## config.mk

```make
export PLATFORM = sky130hd
export DESIGN_NAME = uart_rxq
export DESIGN_NICKNAME = d
export VERILOG_FILES = /design/src/rtl/rxq_pkg.sv /design/src/rtl/rxq_store.sv /design/src/rtl/rxq_timer.sv /design/src/rtl/rxq_errs.sv /design/src/rtl/uart_rxq.sv
export SDC_FILE = /design/constraint.sdc
export NUM_CORES = 1
export LEC_CHECK = 0
export CAP_MARGIN = 0
export CORE_UTILIZATION = 30
export DETAILED_ROUTE_END_ITERATION = 6
export RECOVER_POWER = 25
export SYNTH_ARGS = -nofsm -noshare
export SYNTH_HDL_FRONTEND = slang
export SYNTH_HIERARCHICAL = 1
export SYNTH_SLANG_ARGS = --single-unit
```

## constraint.sdc

```tcl
create_clock -name clk_i -period 5.6 [get_ports clk_i]
set_clock_uncertainty 0.05 [all_clocks]
set_input_delay 1.12 -clock clk_i [delete_from_list [all_inputs] [get_ports clk_i]]
set_output_delay 1.12 -clock clk_i [all_outputs]
set_load 0.02 [all_outputs]
```

## src/rtl/rxq_pkg.sv

```systemverilog
package rxq_pkg;
  localparam int DATA_W = 8;

  typedef struct packed {
    logic              bi;
    logic              fe;
    logic              pe;
    logic [DATA_W-1:0] data;
  } rxq_ent_t;

  function automatic logic [4:0] trig_level(input logic [1:0] sel);
    case (sel)
      2'b00:   return 5'd1;
      2'b01:   return 5'd4;
      2'b10:   return 5'd8;
      default: return 5'd14;
    endcase
  endfunction
endpackage

```

## src/rtl/rxq_store.sv

```systemverilog
module rxq_store
  import rxq_pkg::*;
#(
  parameter int DEPTH = 16,
  localparam int AW = $clog2(DEPTH)
) (
  input  logic      clk_i,
  input  logic      rst_ni,
  input  logic      push_i,
  input  logic      pop_i,
  input  logic      flush_i,
  input  rxq_ent_t  din_i,
  output rxq_ent_t  head_o,
  output logic [AW:0] count_o
);
  rxq_ent_t      mem_q [DEPTH];
  logic [AW-1:0] wp_q, rp_q;
  logic [AW:0]   cnt_q;

  always_ff @(posedge clk_i) begin
    if (push_i && !flush_i) mem_q[wp_q] <= din_i;
  end

  always_ff @(posedge clk_i or negedge rst_ni) begin
    if (!rst_ni) begin
      wp_q  <= '0;
      rp_q  <= '0;
      cnt_q <= '0;
    end else if (flush_i) begin
      wp_q  <= '0;
      rp_q  <= '0;
      cnt_q <= '0;
    end else begin
      if (push_i) wp_q <= (wp_q == AW'(DEPTH-1)) ? '0 : wp_q + 1'b1;
      if (pop_i)  rp_q <= (rp_q == AW'(DEPTH-1)) ? '0 : rp_q + 1'b1;
      cnt_q <= cnt_q + (AW+1)'(push_i) - (AW+1)'(pop_i);
    end
  end

  assign head_o  = (cnt_q != 0) ? mem_q[rp_q] : '0;
  assign count_o = cnt_q;
endmodule

```

## src/rtl/rxq_timer.sv

```systemverilog
module rxq_timer #(
  parameter int FT_W = 8,
  localparam int TW = FT_W + 2
) (
  input  logic            clk_i,
  input  logic            rst_ni,
  input  logic            tick_i,
  input  logic [FT_W-1:0] frame_ticks_i,
  input  logic            stored_i,   // entries present after this edge
  input  logic            rx_i,
  input  logic            pop_i,
  output logic            fire_o
);
  logic [TW-1:0] tmr_q;
  logic          fire_q;
  logic [TW-1:0] limit;

  assign limit = {frame_ticks_i, 2'b00};

  always_ff @(posedge clk_i or negedge rst_ni) begin
    if (!rst_ni) begin
      tmr_q  <= '0;
      fire_q <= 1'b0;
    end else if (!stored_i || pop_i) begin
      tmr_q  <= '0;
      fire_q <= 1'b0;
    end else if (fire_q) begin
      tmr_q  <= '0;
    end else if (rx_i) begin
      tmr_q  <= '0;
    end else if (tick_i) begin
      if (tmr_q + 1'b1 >= limit) begin
        tmr_q  <= '0;
        fire_q <= 1'b1;
      end else begin
        tmr_q  <= tmr_q + 1'b1;
      end
    end
  end

  assign fire_o = fire_q;
endmodule

```

## src/rtl/rxq_errs.sv

```systemverilog
module rxq_errs #(
  parameter int DEPTH = 16,
  localparam int AW = $clog2(DEPTH)
) (
  input  logic clk_i,
  input  logic rst_ni,
  input  logic push_i,
  input  logic push_err_i,
  input  logic pop_i,
  input  logic pop_err_i,
  input  logic was_empty_i,
  input  logic drop_i,
  input  logic flush_i,
  input  logic stat_rd_i,
  output logic overrun_o,
  output logic err_sum_o,
  output logic head_mask_o
);
  logic [AW:0] ecnt_q, ecnt_d;
  logic        ovr_q, sum_q, ack_q;

  always_comb begin
    if (flush_i) ecnt_d = '0;
    else ecnt_d = ecnt_q + (AW+1)'(push_i & push_err_i) - (AW+1)'(pop_i & pop_err_i);
  end

  always_ff @(posedge clk_i or negedge rst_ni) begin
    if (!rst_ni) begin
      ecnt_q <= '0;
      ovr_q  <= 1'b0;
      sum_q  <= 1'b0;
      ack_q  <= 1'b0;
    end else begin
      ecnt_q <= ecnt_d;
      if (drop_i)         ovr_q <= 1'b1;
      else if (stat_rd_i) ovr_q <= 1'b0;
      // sticky: only a status read with no errored entries left clears it
      if (ecnt_d != 0)    sum_q <= 1'b1;
      else if (stat_rd_i) sum_q <= 1'b0;
      // head error view is masked after a status read until the head changes
      if (flush_i || pop_i || (push_i && was_empty_i)) ack_q <= 1'b0;
      else if (stat_rd_i) ack_q <= 1'b1;
    end
  end

  assign overrun_o   = ovr_q;
  assign err_sum_o   = sum_q;
  assign head_mask_o = ack_q;
endmodule

```

## src/rtl/uart_rxq.sv

```systemverilog
module uart_rxq
  import rxq_pkg::*;
#(
  parameter int DEPTH = 16,
  parameter int FT_W  = 8,
  localparam int AW = $clog2(DEPTH)
) (
  input  logic              clk_i,
  input  logic              rst_ni,
  input  logic              wr_i,
  input  logic [DATA_W-1:0] wr_data_i,
  input  logic              wr_pe_i,
  input  logic              wr_fe_i,
  input  logic              wr_bi_i,
  input  logic              rd_i,
  input  logic              stat_rd_i,
  input  logic              flush_i,
  input  logic [1:0]        trig_sel_i,
  input  logic              tick_i,
  input  logic [FT_W-1:0]   frame_ticks_i,
  output logic [DATA_W-1:0] rd_data_o,
  output logic              head_pe_o,
  output logic              head_fe_o,
  output logic              head_bi_o,
  output logic [AW:0]       count_o,
  output logic              data_ready_o,
  output logic              avail_req_o,
  output logic              timeout_req_o,
  output logic              overrun_o,
  output logic              err_sum_o
);
  rxq_ent_t    din, head;
  logic [AW:0] cnt;
  logic        empty, full, push, pop, drop, mask, stored_nx;

  assign din   = '{bi: wr_bi_i, fe: wr_fe_i, pe: wr_pe_i, data: wr_data_i};
  assign empty = (cnt == 0);
  assign full  = (cnt == (AW+1)'(DEPTH));
  assign push  = wr_i && !full && !flush_i;
  assign drop  = wr_i && full && !flush_i;
  assign pop   = rd_i && !empty && !flush_i;
  assign stored_nx = !flush_i && ((cnt + (AW+1)'(push) - (AW+1)'(pop)) != 0);

  rxq_store #(.DEPTH(DEPTH)) u_store (
    .clk_i, .rst_ni, .push_i(push), .pop_i(pop), .flush_i,
    .din_i(din), .head_o(head), .count_o(cnt)
  );

  rxq_timer #(.FT_W(FT_W)) u_timer (
    .clk_i, .rst_ni, .tick_i, .frame_ticks_i, .stored_i(stored_nx),
    .rx_i(wr_i), .pop_i(pop), .fire_o(timeout_req_o)
  );

  rxq_errs #(.DEPTH(DEPTH)) u_errs (
    .clk_i, .rst_ni, .push_i(push), .push_err_i(wr_pe_i | wr_fe_i | wr_bi_i),
    .pop_i(pop), .pop_err_i(head.pe | head.fe | head.bi), .was_empty_i(empty),
    .drop_i(drop), .flush_i, .stat_rd_i, .overrun_o, .err_sum_o,
    .head_mask_o(mask)
  );

  assign rd_data_o    = head.data;
  assign head_pe_o    = head.pe & ~mask;
  assign head_fe_o    = head.fe & ~mask;
  assign head_bi_o    = head.bi & ~mask;
  assign count_o      = cnt;
  assign data_ready_o = !empty;
  assign avail_req_o  = cnt >= (AW+1)'(trig_level(trig_sel_i));
endmodule

```

Word-level counts from Yosys, hierarchy flattened
Memories as Yosys holds them, arrays and structs flattened. Cells that the tools add are included.

$add $sub $neg: 9. Multiply operators: 0. Div/mod/pow operators: 0. Magnitude comparators: 2. Equality and inequality tests: 5. Shifts and indexed selects: 0. Multiplexer cells: 27. Bitwise gates (word level): 10. Reduce and logical (&&, ||, !) cells: 27.

Operators by type and width (count): two-way mux 10 bit (5); nonzero test 32 bit (1); two-way mux 4 bit (6); two-way mux 1 bit (12); case mux 4 bit (3 select lines) (1); two-way mux 11 bit (1); adder 10 x 1 -> 10 bit, second input constant (1); greater-or-equal comparator 10 bit (1); two-way mux 5 bit (2); nonzero test 2 bit (5); nonzero test 5 bit (2); logical AND 1 bit (9); adder 4 x 1 -> 4 bit, second input constant (2); equality test 4 bit, second input constant (2); subtractor 6 x 1 -> 7 bit (1); adder 5 x 1 -> 6 bit (1); adder 5 x 1 -> 5 bit (1); adder 5 bit (1); AND 1 bit (5); equality test 5 bit, second input constant (1); greater-or-equal comparator 5 bit (1); zero test 5 bit (1); subtractor 5 x 1 -> 5 bit (1); subtractor 5 bit (1); other kinds (8) (16).

Flip-flop bits (word level): 32. Latch bits: 0. Memory bits (writable): 176. ROM bits: 0. Input port bits: 28. Output and inout bits: 21. Word-level logic and storage cells: 90. Memories: 1.

Memory list: u_store.mem_q (words 16, width 11, read ports 1, clocked after Yosys merged registers in 0, wr ports 1, RTL line rxq_store.sv:16) `rxq_ent_t mem_q [DEPTH];`.

Longest topological paths before layout
Gate-level depths: netlist (run 1).

Depth after elaboration: 11. Gate-level depth with buffers: 18.

Hierarchy
Netlist (run 1), hierarchy kept.

Modules (own cells, without submodules): rxq_store (instances 1, cells an instance 412, area each 7613.6 sq um, sequential area each 5610.4 sq um); rxq_timer (instances 1, cells an instance 117, area each 983.4 sq um, sequential area each 275.3 sq um); rxq_errs (instances 1, cells an instance 50, area each 485.5 sq um, sequential area each 200.2 sq um); uart_rxq (instances 1, cells an instance 61, area each 462.9 sq um, sequential area each 0.0 sq um).

Worst setup path after synthesis (run 1)
No wires, ideal clock.

Path type: input-to-reg. Start point: input flush_i. End point: register u_timer.tmr_q[0]. Arrival: 4.202 ns. Data required time: 5.470 ns. Path slack: 1.268 ns. Stages on the path: 13. Path buffers: 1. Cell sequence: nor3b_1 ha_1 inv_1 ha_1 a21oi_1 and3b_1 or3_1 a41oi_1 nand2b_4 or3_1 buf_6 or3_1 o22ai_2.

Word-level cells in the longest chain between the ends: 9.

RTL lines: from (decl) (RTL line uart_rxq.sv:17) `input logic flush_i,`; zero test 1 bit * (RTL line uart_rxq.sv:39, uart_rxq.sv:41, uart_rxq.sv:42); logical AND 1 bit (RTL line uart_rxq.sv:39) `assign push = wr_i && !full && !flush_i;`; adder 5 x 1 -> 6 bit (RTL line uart_rxq.sv:42) `assign stored_nx = !flush_i && ((cnt + (AW+1)'(push) - (AW+1)'(pop)) != 0);`; subtractor 6 x 1 -> 7 bit (RTL line uart_rxq.sv:42); nonzero test 32 bit (RTL line uart_rxq.sv:42); logical AND 1 bit * (RTL line uart_rxq.sv:42); named net stored_nx (RTL line uart_rxq.sv:34) `logic empty, full, push, pop, drop, mask, stored_nx;`; zero test 1 bit * (RTL line rxq_timer.sv:24) `end else if (!stored_i || pop_i) begin`; logical OR 1 bit * (RTL line rxq_timer.sv:24); nonzero test 4 bit (no line) / two-way mux 10 bit (equally long branches); to (signal assigned) (RTL line rxq_timer.sv:36) `tmr_q <= tmr_q + 1'b1;`; to (decl) (RTL line rxq_timer.sv:14) `logic [TW-1:0] tmr_q;`.

The timed path passes the listed nets; every way through them passes the cells marked *. A chain may end at the register's enable or synchronous reset.

Final worst setup path (run 1)
Start point: input flush_i. End point: register u_timer.tmr_q[0].

RTL lines: zero test 1 bit * (RTL line uart_rxq.sv:41) `assign pop = rd_i && !empty && !flush_i;`; logical AND 1 bit * (RTL line uart_rxq.sv:41); named net pop (RTL line uart_rxq.sv:34); subtractor 6 x 1 -> 7 bit * (RTL line uart_rxq.sv:42); nonzero test 32 bit * (RTL line uart_rxq.sv:42); logical AND 1 bit * (RTL line uart_rxq.sv:42); named net stored_nx (RTL line uart_rxq.sv:34); zero test 1 bit * (RTL line rxq_timer.sv:24); logical OR 1 bit * (RTL line rxq_timer.sv:24); nonzero test 4 bit (no line) / two-way mux 10 bit (equally long branches).

Marks and branches as above.

==> results of run 1 <==
## power groups by stage
stage	sequential (mW)	combinational [mW]	clock, mW
6_report	1.81	1.12	1.33
5_1_grt	1.82	1.25	1.42
4_1_cts	1.81	1.14	1.37
3_5_place_dp	1.84	1.14	0
3_3_place_gp	1.84	1.12	0
2_1_floorplan	1.82	0.776	0
## routing by layer
layer / part of all wire / GRT usage / wire, um
met4: 0.020 / 0.0376 / 405
met5: 0 / 0 / 0
met1: 0.47 / 0.176 / 9410
met3: 0.039 / 0.0156 / 793
met2: 0.47 / 0.209 / 9540
## worst max-delay path, cell delays in order
cell	delay (ns)
clkdlybuf4s50_1	0.49
clkbuf_1	0.56
nor3b_1	0.16
ha_1	0.32
inv_1	0.04
ha_1	0.22
fa_1	0.44
a21oi_1	0.14
o21bai_1	0.09
mux2i_1	0.13
a41oi_1	0.33
nand2b_4	0.08
or3_1	0.48
or3_1	0.37
o22ai_2	0.12
## Yosys cell counts, types with 3 or more instances
| library cell | count | area, um2 |
|---|---|---|
| edfxtp_1 | 176 | 5290 |
| inv_1 | 44 | 165 |
| nor2_1 | 41 | 154 |
| ha_1 | 39 | 488 |
| mux4_2 | 34 | 766 |
| dfrtp_1 | 32 | 801 |
| nand3_1 | 26 | 130 |
| mux2i_1 | 24 | 240 |
| nand2_1 | 22 | 82.6 |
| a22oi_1 | 20 | 150 |
| a21oi_1 | 14 | 70.1 |
| clkbuf_1 | 14 | 52.6 |
| o211ai_1 | 13 | 97.6 |
| nor2b_1 | 11 | 68.8 |
| nor3_1 | 10 | 50.1 |
| o21ai_0 | 10 | 50.1 |
| or3_1 | 9 | 56.3 |
| xnor2_1 | 8 | 70.1 |
| xor2_1 | 8 | 70.1 |
| buf_2 | 6 | 30.0 |
| a31oi_1 | 5 | 31.3 |
| and3_1 | 5 | 31.3 |
| nand4_1 | 5 | 31.3 |
| a21o_1 | 4 | 30.0 |
| and2_1 | 4 | 25.0 |
| buf_1 | 3 | 11.3 |
| buf_4 | 3 | 22.5 |
| fa_1 | 3 | 60.1 |
| nand2b_1 | 3 | 18.8 |
| nor3b_1 | 3 | 22.5 |
## per-stage QoR
stage | instance area [um2] | setup slack, ns | instances | utilization | power, mW
3_3_place_gp | 10600 | 0.855 | 1081 | 0.342 | 2.96
5_1_grt | 11200 | 0.594 | 1116 | 0.363 | 4.50
3_5_place_dp | 10600 | 0.783 | 1081 | 0.342 | 2.98
2_1_floorplan | 9550 | 1.27 | 640 | - | 2.60
4_1_cts | 11200 | 0.849 | 1116 | 0.363 | 4.32
6_report | 11200 | 0.865 | 1116 | 0.363 | 4.26
## area by class of cell
type | instances | area, um2
Sequential cell | 208 | 6090
Clock inverter | 13 | 115
Timing Repair Buffer | 75 | 668
Inverter | 44 | 165
Tap cell | 396 | 495
Fill cell | 2947 | 19700
Clock buffer | 22 | 529
Multi-Input combinational cell | 358 | 3150
## how the worst max path moves through the flow
stage | from | to | cells after the start
after global routing | flush_i | u_timer/tmr_q[0] | 15
after detailed placement | flush_i | u_timer/tmr_q[0] | 15
after global placement | flush_i | u_timer/tmr_q[0] | 15
after CTS | u_store/count_o[2] | head_pe_o | 8
final | flush_i | u_timer/tmr_q[0] | 15
after floorplan | flush_i | u_timer/tmr_q[0] | 13
## kinds of logic after synthesis
kind of cell	count (synthesis)	share of synthesized area
buffers and inverters	74	0.0338
AO/OA/AOI/OAI	88	0.0666
adder cells (fa/ha/maj)	42	0.0574
multiplexers	60	0.108
flip-flops	208	0.638
XOR/XNOR	16	0.0147
AND/OR/NAND/NOR	152	0.0822
## flip-flops by register name (all words and copies together), names as in the netlist
| name | cells |
|---|---|
| u_store/mem_q | 176 |
| u_timer/tmr_q | 10 |
| u_errs/ecnt_q | 5 |
| u_store/count_o | 5 |
| u_store/rp_q | 4 |
| u_store/wp_q | 4 |
| u_errs/err_sum_o | 1 |
| u_errs/head_mask_o | 1 |
| u_errs/overrun_o | 1 |
| u_timer/fire_o | 1 |
==> reports/qor.csv, run 1 <==
metric;value;unit
Seq/Total Area, Yosys;0.638;
P_int;3.03;mW
Clock transition at path regs;0.06;ns
GPL Wtd Cong;0.741;
Mapped Cells;640;
CP Data Required Time;5.96;ns
status;finished with violations;
Initial Util;0.309;
Hold Violations, Final;0;
Total GRT Usage;0.127;
Yosys reg bits;208;
crit-path max FO;17;
Synthesized Nets;710;
first-pass detailed-route iteration total;4;
top achievable clock speed;211;MHz
CP startpoint kind;input port;
Routed Antenna Nets;0;
H-tree depth;1;
Clk pwr share;0.313;
net switching power;1.22;mW
PwrDens;380;nW/um2
DR DRC count;0;
vias;5448;
LEAKAGE;3.92;nW
Worst setup EP type;flop;
Post-synth EDFFs;176;
Synth Flop Type;edfxtp_1;
Max clock buf depth;3;
PortBufs;48;
violated checks;capacitance limit, slew limit;
Period minus WS final;4.73;ns
combinational power share;0.263;
RSZ-0062 raised after global routing;no;
CP Data Arrival Time;5.10;ns
ys async rst share;0.154;
MaxCap Viol Count;1;
# nets final;778;
worst vdd rail ir drop;0.184;mV
synthesis-to-layout area growth;17.5;%
Post-CTS Hold Fix Bufs;0;
row cnt;64;
Setup-failing EPs final;0;
r2r endpoint;u_errs/err_sum_o;
R2R Path Start;u_store/count_o[2];
drt first-iter violations;395;
n_diodes;0;
Post-CTS Setup Bufs;0;
I/O pin count;49;
Warnings, synthesis;6;
TritonCTS buffer count;21;
Crit Path Category;in -> reg;
CTS tree;yes;
first-pass GRT wire length;32.3;mm
clock latency on the worst-skew pair;0.50;ns
Syn Area/Cell;14.9;um2
DIE AREA;32500;um2
Slew HR;-0.191;
number of global-route vias before repair;5648;
Core Box Area;30900;um2
worst hold-check path type;reg -> reg;
flop-to-flop setup slack;1.27;ns
share of post-route cells with drive strength above 1;0.143;
synthesized area;9550;um2
Worst Hold Endpoint;u_errs/overrun_o;
most frequent cells in the layout;176 x edfxtp_1, 44 x inv_1, 42 x clkdlybuf4s50_1, 39 x nor2_1, 39 x ha_1;
Hold Startpoint;u_errs/overrun_o;
Worst Hold Depth;1;
Die Wd;180;um
Net Sw Frac;0.288;
die height;180;um
WL final;20.1;mm
Seq pwr share;0.424;
max-slew violations;33;
Synth cell types;61;
Clock Tree Root;clkbuf_16;
antenna violations before repair;0;
GR Overflow Total;0;
Worst-Margin Slew;1.79;ns
Post-DP HPWL;13.4;mm
commonest non-fill, non-tap cell in the layout;edfxtp_1;
worst hold margin;0.439;ns
CTS sink count;208;
Avg Vias per Cell;4.88;
setup_tns;0;ns
post-CTS resize count;0;
period utilization;0.846;
reg2reg path depth;17;
largest net degree at the start of global routing;33;
DR WL/cell;18.1;um
Power figures use the tool's default switching activity.
==> run 2, diff against run 1 <==
==> constraint.sdc (replaced) <==
create_clock -name clk_i -period 4 [get_ports clk_i]
set_clock_uncertainty 0.05 [all_clocks]
set_input_delay 0.8 -clock clk_i [delete_from_list [all_inputs] [get_ports clk_i]]
set_output_delay 0.8 -clock clk_i [all_outputs]
set_load 0.02 [all_outputs]
==> reports/qor.csv, run 2 (synthesized netlist as in run 1, its figures left out) <==
metric;value;unit
status;completed;
Max clock buf depth;3;
CTS sink count;208;
TritonCTS buffer count;21;
worst vdd rail ir drop;0.221;mV
RSZ-0062 raised after global routing;yes;
CP startpoint kind;flop;
GR Overflow Total;0;
first-pass detailed-route iteration total;5;
clock latency on the worst-skew pair;0.50;ns
period utilization;0.954;
r2r endpoint;u_errs/err_sum_o;
drt first-iter violations;378;
H-tree depth;1;
vias;5598;
Die Wd;180;um
antenna violations before repair;0;
Clk pwr share;0.323;
Biggest register;u_store/mem_q;
first-pass GRT wire length;32.4;mm
Design Power;6.22;mW
Initial Util;0.309;
synthesis-to-layout area growth;20.8;%
Net Sw Frac;0.288;
I/O pin count;49;
worst hold-check path type;reg -> reg;
Crit Path Category;reg -> out;
number of global-route vias before repair;5647;
R2R Path Start;u_store/count_o[2];
DR DRC count;0;
max FFs per register;176;
top achievable clock speed;262;MHz
Post-DP HPWL;13.9;mm
Routed met3 length;810;um
PortBufs;48;
Clock Tree Root;clkbuf_16;
DR WL/cell;17.8;um
CP Data Arrival Time;2.97;ns
worst hold margin;0.436;ns
commonest non-fill, non-tap cell in the layout;edfxtp_1;
Post-CTS Hold Fix Bufs;0;
die height;180;um
met2 wire len;9.98;mm
# fillers;2926;
PwrDens;540;nW/um2
Hold Violations, Final;0;
Setup-failing EPs final;0;
n_diodes;0;
Hold Startpoint;u_errs/overrun_o;
MaxCap Viol Count;0;
WL final;20.4;mm
Worst-Margin Slew;1.06;ns
net switching power;1.79;mW
fin util;0.373;
combinational power share;0.281;
Avg Vias per Cell;4.89;
max-slew violations;0;
DIE AREA;32500;um2
Regs by FF count;u_store/mem_q x176, u_timer/tmr_q x10;
CTS tree;yes;
P_int;4.43;mW
share of post-route cells with drive strength above 1;0.186;
max layer used;met4;
GPL Wtd Cong;0.789;
row cnt;64;
Period minus WS final;3.82;ns
# nets final;804;
Slew HR;0.293;
Core Box Area;30900;um2
Worst setup EP type;primary output;
CP Data Required Time;3.15;ns
largest net degree at the start of global routing;30;
LEAKAGE;4.10;nW
Routed Antenna Nets;0;
Clock transition at path regs;0.06;ns
Seq pwr share;0.396;
most frequent cells in the layout;176 x edfxtp_1, 48 x buf_4, 44 x inv_1, 41 x nor2_1, 41 x clkdlybuf4s50_1;
Worst Hold Depth;1;
Worst Hold Endpoint;u_errs/overrun_o;
Total GRT Usage;0.127;
flop-to-flop setup slack;0.22;ns
WL met1;9.33;mm
reg2reg path depth;17;
crit-path max FO;16;
[run 2: cell type report]
class	instances	area (um2)	share of cell area
flip-flops and latches	208	6090	0.528
repair buffers	101	892	0.0774
clock buffers	24	541	0.0469
well taps	396	495	0.0430
inverters	44	165	0.0143
multi-input cells	358	3170	0.275
clock inverters	14	171	0.0149
[run 2: power groups by stage]
stage / registers, mW / clock network, mW / logic (mW)
4_1_cts: 2.47 / 2.05 / 1.75
5_1_grt: 2.47 / 2.14 / 1.93
2_1_floorplan: 2.55 / 0 / 1.09
3_3_place_gp: 2.51 / 0 / 1.72
3_5_place_dp: 2.51 / 0 / 1.74
6_report: 2.47 / 2.01 / 1.75
[run 2: how the worst max path moves through the flow]
| stage | from | end | slack, ns | cells after the start |
|---|---|---|---|---|
| finish | u_store/count_o[2] | rd_data_o[0] | 0.18 | 8 |
| global route | u_store/count_o[3] | u_errs/err_sum_o | -0.007 | 17 |
| CTS | u_store/count_o[2] | rd_data_o[2] | 0.02 | 8 |
| detailed placement | flush_i | u_timer/tmr_q[0] | -0.09 | 15 |
| global placement | flush_i | u_timer/tmr_q[0] | -0.05 | 15 |
| floorplan | u_store/count_o[3] | u_timer/tmr_q[0] | 0.04 | 17 |
[run 2: what timing repair did]
action,in CTS,in global routing
resized for setup,1,6
setup buffers,0,0
pin swaps,0,1
setup endpoints to repair,3,14
[run 2: critical path: stages (launching register included)]
cell	delay, ns
dfrtp_1	0.37
inv_1	0.08
ha_1	0.15
or4b_4	0.48
and2_2	0.25
buf_4	0.21
a22oi_1	0.18
o211ai_1	0.13
clkdlybuf4s50_1	0.61
[run 2: routing by layer]
layer | vias to the layer above | track usage
met5 | - | 0
met4 | 0 | 0.0349
met3 | 25 | 0.0168
met2 | 111 | 0.210
met1 | 2820 | 0.175
li1 | 2642 | -
[run 2: metrics by stage]
| stage | setup slack, ns | area [um2] | TNS, ns | cells |
|---|---|---|---|---|
| detailed placement | -0.0875 | 10800 | -0.243 | 1107 |
| global route | -0.00734 | 11500 | -0.0157 | 1145 |
| CTS | 0.0241 | 11500 | 0 | 1145 |
| global placement | -0.0547 | 10800 | -0.100 | 1107 |
| finish | 0.184 | 11500 | 0 | 1145 |
| floorplan | 0.0378 | 9560 | 0 | 640 |
==> run 3, diff against run 2 <==
--- a/config.mk
+++ b/config.mk
@@ -7,6 +7,7 @@
 export LEC_CHECK = 0
 export CAP_MARGIN = 0
 export CORE_UTILIZATION = 30
+export CTS_CLUSTER_SIZE = 40
 export DETAILED_ROUTE_END_ITERATION = 6
 export RECOVER_POWER = 25
 export SYNTH_ARGS = -nofsm -noshare
==> results of run 3 <==
No change in the layout: final DEF, timing and power equal those of run 2.
